`config.mk`:
```
export PLATFORM = sky130hd
export DESIGN_NAME = adc_scan_seq
export DESIGN_NICKNAME = d
export VERILOG_FILES = /design/src/rtl/adc_scan_seq.sv
export SDC_FILE = /design/constraint.sdc
export NUM_CORES = 1
export LEC_CHECK = 0
export BUFFER_PORTS_ARGS = -buffer_cell sky130_fd_sc_hd__buf_2
export CAP_MARGIN = 20
export CORE_ASPECT_RATIO = 0.9
export CORE_MARGIN = 2
export CORE_UTILIZATION = 60
export DETAILED_ROUTE_END_ITERATION = 10
export GPL_ROUTABILITY_DRIVEN = 0
export PLACE_DENSITY = 0.86
export SLEW_MARGIN = 20
export SYNTH_ARGS = -nofsm -noshare
export SYNTH_HDL_FRONTEND = slang
export SYNTH_SLANG_ARGS = --single-unit
```
`constraint.sdc`:
```
create_clock -name clk -period 7.49 [get_ports clk]
set_clock_uncertainty 0.15 [all_clocks]
set_input_delay 0.749 -clock clk [delete_from_list [all_inputs] [get_ports clk]]
set_output_delay 0.749 -clock clk [all_outputs]
set_load 0.005 [all_outputs]
```
`src/rtl/adc_scan_seq.sv`:
```
module adc_scan_seq #(
  parameter int DATA_W     = 12,
  parameter int FIFO_DEPTH = 16
) (
  input  logic                               clk,
  input  logic                               rst_n,
  input  logic                               cs_n,
  input  logic                               sclk,
  input  logic                               mosi,
  output logic                               miso,
  input  logic                               cnvst,
  output logic                               conv_req,
  output logic [3:0]                         conv_ch,
  input  logic                               conv_done,
  input  logic [DATA_W-1:0]                  conv_data,
  output logic [$clog2(FIFO_DEPTH+1)-1:0]    fifo_count,
  output logic [1:0]                         pwr_mode
);
  localparam int CH_W   = 4;
  localparam int WORD_W = CH_W + DATA_W;
  localparam int PTR_W  = $clog2(FIFO_DEPTH);
  localparam int CNT_W  = $clog2(FIFO_DEPTH+1);
  localparam int LEFT_W = CH_W + 1;
  localparam logic [3:0] M_NULL = 4'd0, M_MAN = 4'd1, M_REP = 4'd2, M_SCAN = 4'd3;

  logic cs_s, cs_p, sck_s, sck_p, mosi_s, cnv_s, cnv_p;
  logic [4:0] bcnt;
  logic [14:0] in_sr;
  logic [15:1] cmd;
  logic [WORD_W-1:0] out_sr, out_word, man_word;
  logic [3:0] mode, chsel, man_ch, cur_ch;
  logic [1:0] rep_sel, pm;
  logic chan_id, swcnv;
  logic run, busy, drop, man_pend, kind_man;
  logic [LEFT_W-1:0] left;
  logic [WORD_W-1:0] mem [FIFO_DEPTH];
  logic [PTR_W-1:0] wr_ptr, rd_ptr;
  logic [CNT_W-1:0] fcnt;

  wire fs       = cs_p & ~cs_s;
  wire fe       = ~cs_p & cs_s;
  wire sck_rise = sck_s & ~sck_p & ~cs_s;
  wire cnv_rise = cnv_s & ~cnv_p;
  assign cmd = in_sr;
  wire [3:0] scan_f = cmd[14:11];
  wire cmd_ok   = fe && bcnt == 5'd16 && !cmd[15];
  wire is_mode  = cmd_ok && (scan_f == M_MAN || scan_f == M_REP || scan_f == M_SCAN);
  wire internal = mode == M_REP || mode == M_SCAN;
  wire start    = internal && (cnv_rise || swcnv) && !is_mode;
  wire restart  = is_mode || start;
  wire keep     = conv_done && busy && !drop && !restart;
  wire push     = keep && !kind_man;
  wire pop      = fs && mode != M_MAN && fcnt != '0 && !restart;
  wire issue    = !busy && (run || man_pend) && !restart;
  wire [LEFT_W-1:0] rep_total  = LEFT_W'(({3'b000, rep_sel} + 5'd1) << 2);
  wire [LEFT_W-1:0] scan_total = LEFT_W'({1'b0, chsel} + 5'd1);

  assign out_word   = (mode == M_MAN) ? man_word : (fcnt != '0 ? mem[rd_ptr] : '0);
  assign miso       = out_sr[WORD_W-1];
  assign fifo_count = fcnt;
  assign pwr_mode   = pm;

  always_ff @(posedge clk or negedge rst_n) begin
    if (!rst_n) begin
      cs_s <= 1'b1; cs_p <= 1'b1; sck_s <= 1'b0; sck_p <= 1'b0;
      mosi_s <= 1'b0; cnv_s <= 1'b0; cnv_p <= 1'b0;
      bcnt <= '0; in_sr <= '0; out_sr <= '0;
    end else begin
      cs_s <= cs_n; cs_p <= cs_s; sck_s <= sclk; sck_p <= sck_s;
      mosi_s <= mosi; cnv_s <= cnvst; cnv_p <= cnv_s;
      if (fs) begin
        bcnt   <= '0;
        out_sr <= out_word;
      end else if (sck_rise) begin
        if (bcnt != '1) bcnt <= bcnt + 5'd1;
        if (bcnt < 5'd15) in_sr <= {in_sr[13:0], mosi_s};
        out_sr <= {out_sr[WORD_W-2:0], 1'b0};
      end
    end
  end

  always_ff @(posedge clk or negedge rst_n) begin
    if (!rst_n) begin
      mode <= M_NULL; chsel <= '0; chan_id <= 1'b0;
      rep_sel <= '0; pm <= '0; swcnv <= 1'b0;
    end else if (cmd_ok) begin
      rep_sel <= cmd[6:5];
      pm      <= cmd[4:3];
      swcnv   <= cmd[1];
      if (is_mode) begin
        mode    <= scan_f;
        chsel   <= cmd[10:7];
        chan_id <= cmd[2];
      end
    end else begin
      swcnv <= 1'b0;
    end
  end

  always_ff @(posedge clk or negedge rst_n) begin
    if (!rst_n) begin
      conv_req <= 1'b0; conv_ch <= '0; run <= 1'b0; busy <= 1'b0; drop <= 1'b0;
      man_pend <= 1'b0; man_ch <= '0; kind_man <= 1'b0; cur_ch <= '0; left <= '0;
    end else begin
      conv_req <= 1'b0;
      if (restart) begin
        run      <= start;
        man_pend <= is_mode && scan_f == M_MAN;
        man_ch   <= cmd[10:7];
        cur_ch   <= (mode == M_REP) ? chsel : '0;
        left     <= (mode == M_REP) ? rep_total : scan_total;
        if (busy) begin
          if (conv_done) begin
            busy <= 1'b0;
            drop <= 1'b0;
          end else begin
            drop <= 1'b1;
          end
        end
      end else if (conv_done && busy) begin
        busy <= 1'b0;
        drop <= 1'b0;
        if (!drop && !kind_man) begin
          left <= left - 1'b1;
          if (left == LEFT_W'(1)) run <= 1'b0;
          if (mode == M_SCAN) cur_ch <= cur_ch + 1'b1;
        end
      end else if (issue) begin
        conv_req <= 1'b1;
        busy     <= 1'b1;
        conv_ch  <= man_pend ? man_ch : cur_ch;
        kind_man <= man_pend;
        man_pend <= 1'b0;
      end
    end
  end

  always_ff @(posedge clk or negedge rst_n) begin
    if (!rst_n)
      man_word <= '0;
    else if (keep && kind_man)
      man_word <= chan_id ? {conv_ch, conv_data} : {{CH_W{1'b0}}, conv_data};
    else if (fe && mode == M_MAN)
      man_word <= '0;
  end

  always_ff @(posedge clk or negedge rst_n) begin
    if (!rst_n) begin
      wr_ptr <= '0; rd_ptr <= '0; fcnt <= '0;
    end else if (restart) begin
      wr_ptr <= '0; rd_ptr <= '0; fcnt <= '0;
    end else begin
      if (push) wr_ptr <= (wr_ptr == PTR_W'(FIFO_DEPTH-1)) ? '0 : wr_ptr + 1'b1;
      if (pop)  rd_ptr <= (rd_ptr == PTR_W'(FIFO_DEPTH-1)) ? '0 : rd_ptr + 1'b1;
      if (push && !pop)      fcnt <= fcnt + 1'b1;
      else if (pop && !push) fcnt <= fcnt - 1'b1;
    end
  end

  always_ff @(posedge clk)
    if (push) mem[wr_ptr] <= {conv_ch, conv_data};

  a_r10_fifo_bound: assert property (@(posedge clk) disable iff (!rst_n)
    fcnt <= CNT_W'(FIFO_DEPTH));
  a_r9_one_outstanding: assert property (@(posedge clk) disable iff (!rst_n)
    (busy && !conv_done) |=> !conv_req);
  a_r3_null_keeps_mode: assert property (@(posedge clk) disable iff (!rst_n)
    (cmd_ok && !is_mode) |=> (mode == $past(mode) && chsel == $past(chsel)));
  a_r8_swcnv_selfclear: assert property (@(posedge clk) disable iff (!rst_n)
    swcnv |=> !swcnv);
  a_r6_repeat_channel: assert property (@(posedge clk) disable iff (!rst_n)
    (conv_req && !kind_man && mode == M_REP) |-> conv_ch == chsel);
  a_r7_scan_channel_bound: assert property (@(posedge clk) disable iff (!rst_n)
    (conv_req && !kind_man && mode == M_SCAN) |-> conv_ch <= chsel);
endmodule

```
[Word-level counts from Yosys, hierarchy flattened]
Memories as Yosys holds them, arrays and structs flattened.
Cells that the tools add are included.
Operators by class
  bitwise operators: 12
  add/sub/neg operators: 9
  reductions and logical operators: 56
  eq/ne operators: 14
  $lt $le $gt $ge: 1
  mux-type cells: 50
Operator list (count)
  2-to-1 mux 16 bit: 7
  2-to-1 mux 5 bit: 10
  2-to-1 mux 4 bit: 12
  2-to-1 mux 1 bit: 21
  logical AND 1 bit: 20
  nonzero test 2 bit: 10
  equality test 4 x 2 -> 1 bit (second input constant): 4
  adder 4 x 1 -> 4 bit (second input constant): 3
  AND reduction 3 bit: 4
  adder 5 x 1 -> 5 bit (second input constant): 2
  AND reduction 2 bit: 5
  subtractor 5 x 1 -> 5 bit (second input constant): 2
  equality test 4 x 1 -> 1 bit (second input constant): 2
  equality test 4 bit (second input constant): 2
  zero test 1 bit: 8
  inverter 1 bit: 7
  logical OR 1 bit: 6
  nonzero test 3 bit: 2
  adder 4 x 1 -> 5 bit (second input constant): 1
  AND 1 bit: 5
  equality test 5 x 1 -> 1 bit (second input constant): 1
  equality test 5 bit (second input constant): 1
  < comparator 5 x 4 -> 1 bit (second input constant): 1
  inequality test 5 bit (second input constant): 1
  4 further kinds: 5
Storage, ports and cells
  memory bits (writable): 256
  input bits: 19
  memories: 1
  register bits after elaboration: 109
  output and inout port bits: 13
Memory list
  mem: depth 16, width 16, rd ports 1, clocked after memory_dff 0, write ports 1, line 36  | logic [WORD_W-1:0] mem [FIFO_DEPTH];

[Depth between registers and ports, before layout]
  word-level depth: 16
  mapped depth: 11
  mapped depth without buffers: 10

[Least setup slack after synthesis]
No wires, ideal clock.
  path type: in2reg
  start point: in conv_done
  end point: mem mem[0][0] (netlist name) (enable)
  slack: 4265 ps
  arrival time: 2666 ps
  path buffers: 2
  required time: 6931 ps
  library setup time: 409 ps
  cell stages on the path: 5
  path through: nor4bb_1 -> buf_2 -> buf_2 -> nand4_1 -> nor3_1
On the way
  word-level cells in the longest chain between the ends: 6
RTL lines
  start: declaration: line 14  | input logic conv_done,
  logical AND 1 bit (3 in a row): line 51  | wire keep = conv_done && busy && !drop && !restart;
  logical AND 1 bit: line 52  | wire push = keep && !kind_man;
  2-to-1 mux 1 bit: line 161  | if (push) mem[wr_ptr] <= {conv_ch, conv_data};
  2-to-1 mux 1 bit (not written as such): line 161
  end: declaration: line 36
No other way between the ends.

[Worst setup path after layout]
  start point: reg fcnt[1], in the netlist fifo_count[1]
  end point: reg fcnt[4], in the netlist fifo_count[4]
On the way
  word-level cells in the longest chain between the ends: 7
RTL lines
  start: declaration: line 38  | logic [CNT_W-1:0] fcnt;
  start signal: assignment: line 155  | if (push && !pop) fcnt <= fcnt + 1'b1;
  start signal: assignment: line 156  | else if (pop && !push) fcnt <= fcnt - 1'b1;
  parallel branches: the longest is 7 deep, another holds subtractor 5 x 1 -> 5 bit
Parallel ways; which one is timed is not known. The select of a mux whose other input is x is not followed.
A chain may end at the register's enable or synchronous reset.

==> impl_metrics.csv <==
group,metric,value,unit
global_routing,antenna_found_initial,0,
pwr,ir_drop,0.255,mV
cells_and_area,drive_gt1_share,24.6,%
clocking,insertion_delay,520,ps
timing,setup_tns,0,ps
synthesis,syn_area_per_cell,16.9,sq um
critical_path,crit_fanout,22,
worst_hold_path,min_path_type,"input pin to asynchronous set/reset pin",
pwr,cellPowerDensity,325,nW/um^2
routing,drt-total-wl,34.4,mm
routing,vias,8376,
clocking,cts_max_level,2,
place,postPlaceCellArea,15600,sq um
cells_and_area,finalNetCount,971,
routing,ant_nets,0,
routing,drt-pass1-iter-count,6,
cells_and_area,final_cell_mix,"256 x edfxtp_1, 105 x dfrtp_1, 68 x mux2i_1",
cells_and_area,post-route-util,68.6,%
synthesis,ys_seq_area_share,69.5,%
global_routing,grt_pass1_vias,8627,
job,cap_violations,0,
synthesis,synth.top_cell.area_share,51.3,%
clocking,clkSinkCount,365,
cells_and_area,syn2layout_area_growth,11.6,%
clocking,cts_hold_buf,0,
global_routing,grt_max_degree,59,
critical_path,end_kind,"flop",
routing,routedWlPerCell,26.6,um
cells_and_area,finish.instance_area,16700,sq um
place,port-buffer-count,31,
global_routing,gr-usage-all-layers,27.0,%
timing,setup_viol,0,
clocking,cts_buffer_depth,3,
synthesis,synth_edf_count,256,
global_routing,gr-total-overflow,0,
cells_and_area,num-fill-cells,1476,
synthesis,syn_area,15000,sq um
pwr,total_leakage_power,6.25,nW
global_routing,grt_pass1_wl,52.4,mm
die,io_pins,32,
cells_and_area,final_cells,1296,
timing,hold_viol,0,
critical_path,critPathKind,"flop to flop",
critical_path,cp-start-kind,"flop",
die,num_rows,54,
routing,drtIter0Drc,931,
routing,drt_drc_violations_left,0,
synthesis,async_flop_share,29.9,%
timing,grt_setup_unrepaired,"no",
cells_and_area,register_area,10400,sq um
critical_path,crit_arrival,4180,ps
outcome,status,"finished clean",
clocking,ctsResizeCount,0,
critical_path,critPathRequiredTime,7780,ps
clocking,post_cts_buffers,0,
synthesis,syn_inst,886,
timing,relSlewSlack,20.8,%
cells_and_area,layout_commonest_cell,"edfxtp_1",
cells_and_area,diodes,0,
routing,via_per_inst,6.46,
die,fp.dieH,154,um
die,coreArea,24400,sq um
pwr,total_power,5.43,mW
synthesis,syn-num-nets,923,
timing,fmaxAchievable,257,MHz
timing,drv_slew,0,
die,initial_core_util,61.5,%
synthesis,yosys.cell_types.count,59,
synthesis,synth_seq_cells,365,
clocking,cts_tree,"done",
die,fp.dieArea,26300,sq um
timing,finalCritPeriodShare,52.0,%
clocking,path_clk_slew,70,ps
synthesis,ys_top_cells_by_area,"edfxtp_1 51%, dfrtp_1 18%, mux4_2 7.8%",
timing,fin_crit,3890,ps
place,dp_cells,1233,
timing,tightest_slew,1180,ps
synthesis,synth_flop_cell,"edfxtp_1",
cells_and_area,multi_input_area,4310,sq um
clocking,root_buffer,"clkbuf_16",
clocking,numCtsBuffers,35,
die,die_w,171,um
synthesis,yosysTopAreaCell,"edfxtp_1",
synthesis,yosysWarningCount,0,
place,dp_hpwl,19.7,mm
## cell type report
class	instances	area share (%)
Clock buffer	41	5.43
Clock inverter	22	1.38
Inverter	21	0.471
Multi-Input combinational cell	454	25.8
Sequential cell	365	62.3
Tap cell	336	2.51
Timing Repair Buffer	57	2.11
## layer usage
layer / wire length, um / vias to the layer above / track usage (%)
met2: 16400 / 527 / 42.4
met5: 0 / - / 0
met4: 1550 / 0 / 12.3
li1: - / 3546 / -
met3: 3830 / 125 / 6.44
met1: 12700 / 4178 / 36.5
## sequential cells by signal (all words and copies together), names as in the netlist, 2 cells and up
name        flops
mode            4
rd_ptr          4
cmd            15
wr_ptr          4
cur_ch          4
man_word       16
rep_sel         2
pwr_mode        2
fifo_count      5
chsel           4
mem           256
conv_ch         4
bcnt            5
man_ch          4
out_sr         16
left            5
## path summary, 6_finish.rpt
check	startpoint	endpoint	slack [ps]	cells after the start
setup / recovery	fifo_count[1]	fifo_count[4]	3600	8
hold / removal	rst_n	cmd[8]	160	1
setup reg to reg	fifo_count[1]	fifo_count[4]	3600	8
hold reg to reg	cnv_s	cnv_p	240	0
max in group asynchronous	rst_n	man_word[9]	5850	2
min in group clk	cs_n	cs_s	180	1
## critical path: stages, from the launching register on
cell and delay [ps]:
dfrtp_1 430, or4_1 590, o211ai_2 940, nand4_1 490, ha_1 490, a21oi_1 200, a21oi_1 90, mux2i_1 220
mux2i_1 210
## per-stage QoR
step	hold WS, ps	setup WS (ps)
finish	164	3600
detailed placement	236	3740
CTS	172	3680
global route	176	3420
floorplan	197	4260
global placement	211	3840
## cells in the mapped netlist, types with 6 or more instances
cell type / number
a22oi_1: 14
nand2_1: 41
o31ai_1: 12
buf_2: 22
mux4_2: 52
a221o_1: 15
clkbuf_1: 15
nand4_1: 11
nor2_1: 45
inv_1: 21
mux2_2: 50
dfrtp_1: 107
mux2i_1: 68
xor2_1: 9
ha_1: 17
o22ai_1: 14
edfxtp_1: 256
nand2b_1: 6
o21ai_0: 10
a21oi_1: 15
nand3_1: 16
## report_power, final
group	switching, mW	internal (mW)	leakage [nW]
clock network	0.753	1.02	0.554
registers	0.216	2.34	3.72
logic	0.592	0.509	1.97
total	1.56	3.87	6.25
## kinds of logic (layout without fill, tap and decap cells)
group                      count (synthesis)  count (layout)  share of synthesized area, %
buffers and inverters                     67             141                          2.04
DFF                                      365             365                          69.5
adders and majority gates                 18              18                          1.55
muxes                                    170             170                          16.1
AOI/OAI and AO/OA                         92              92                          4.42
and+or+nand+nor                          159             159                          5.49
xor gates and xnor gates                  15              15                         0.926
Note: power is estimated with default switching activity, not from simulation.
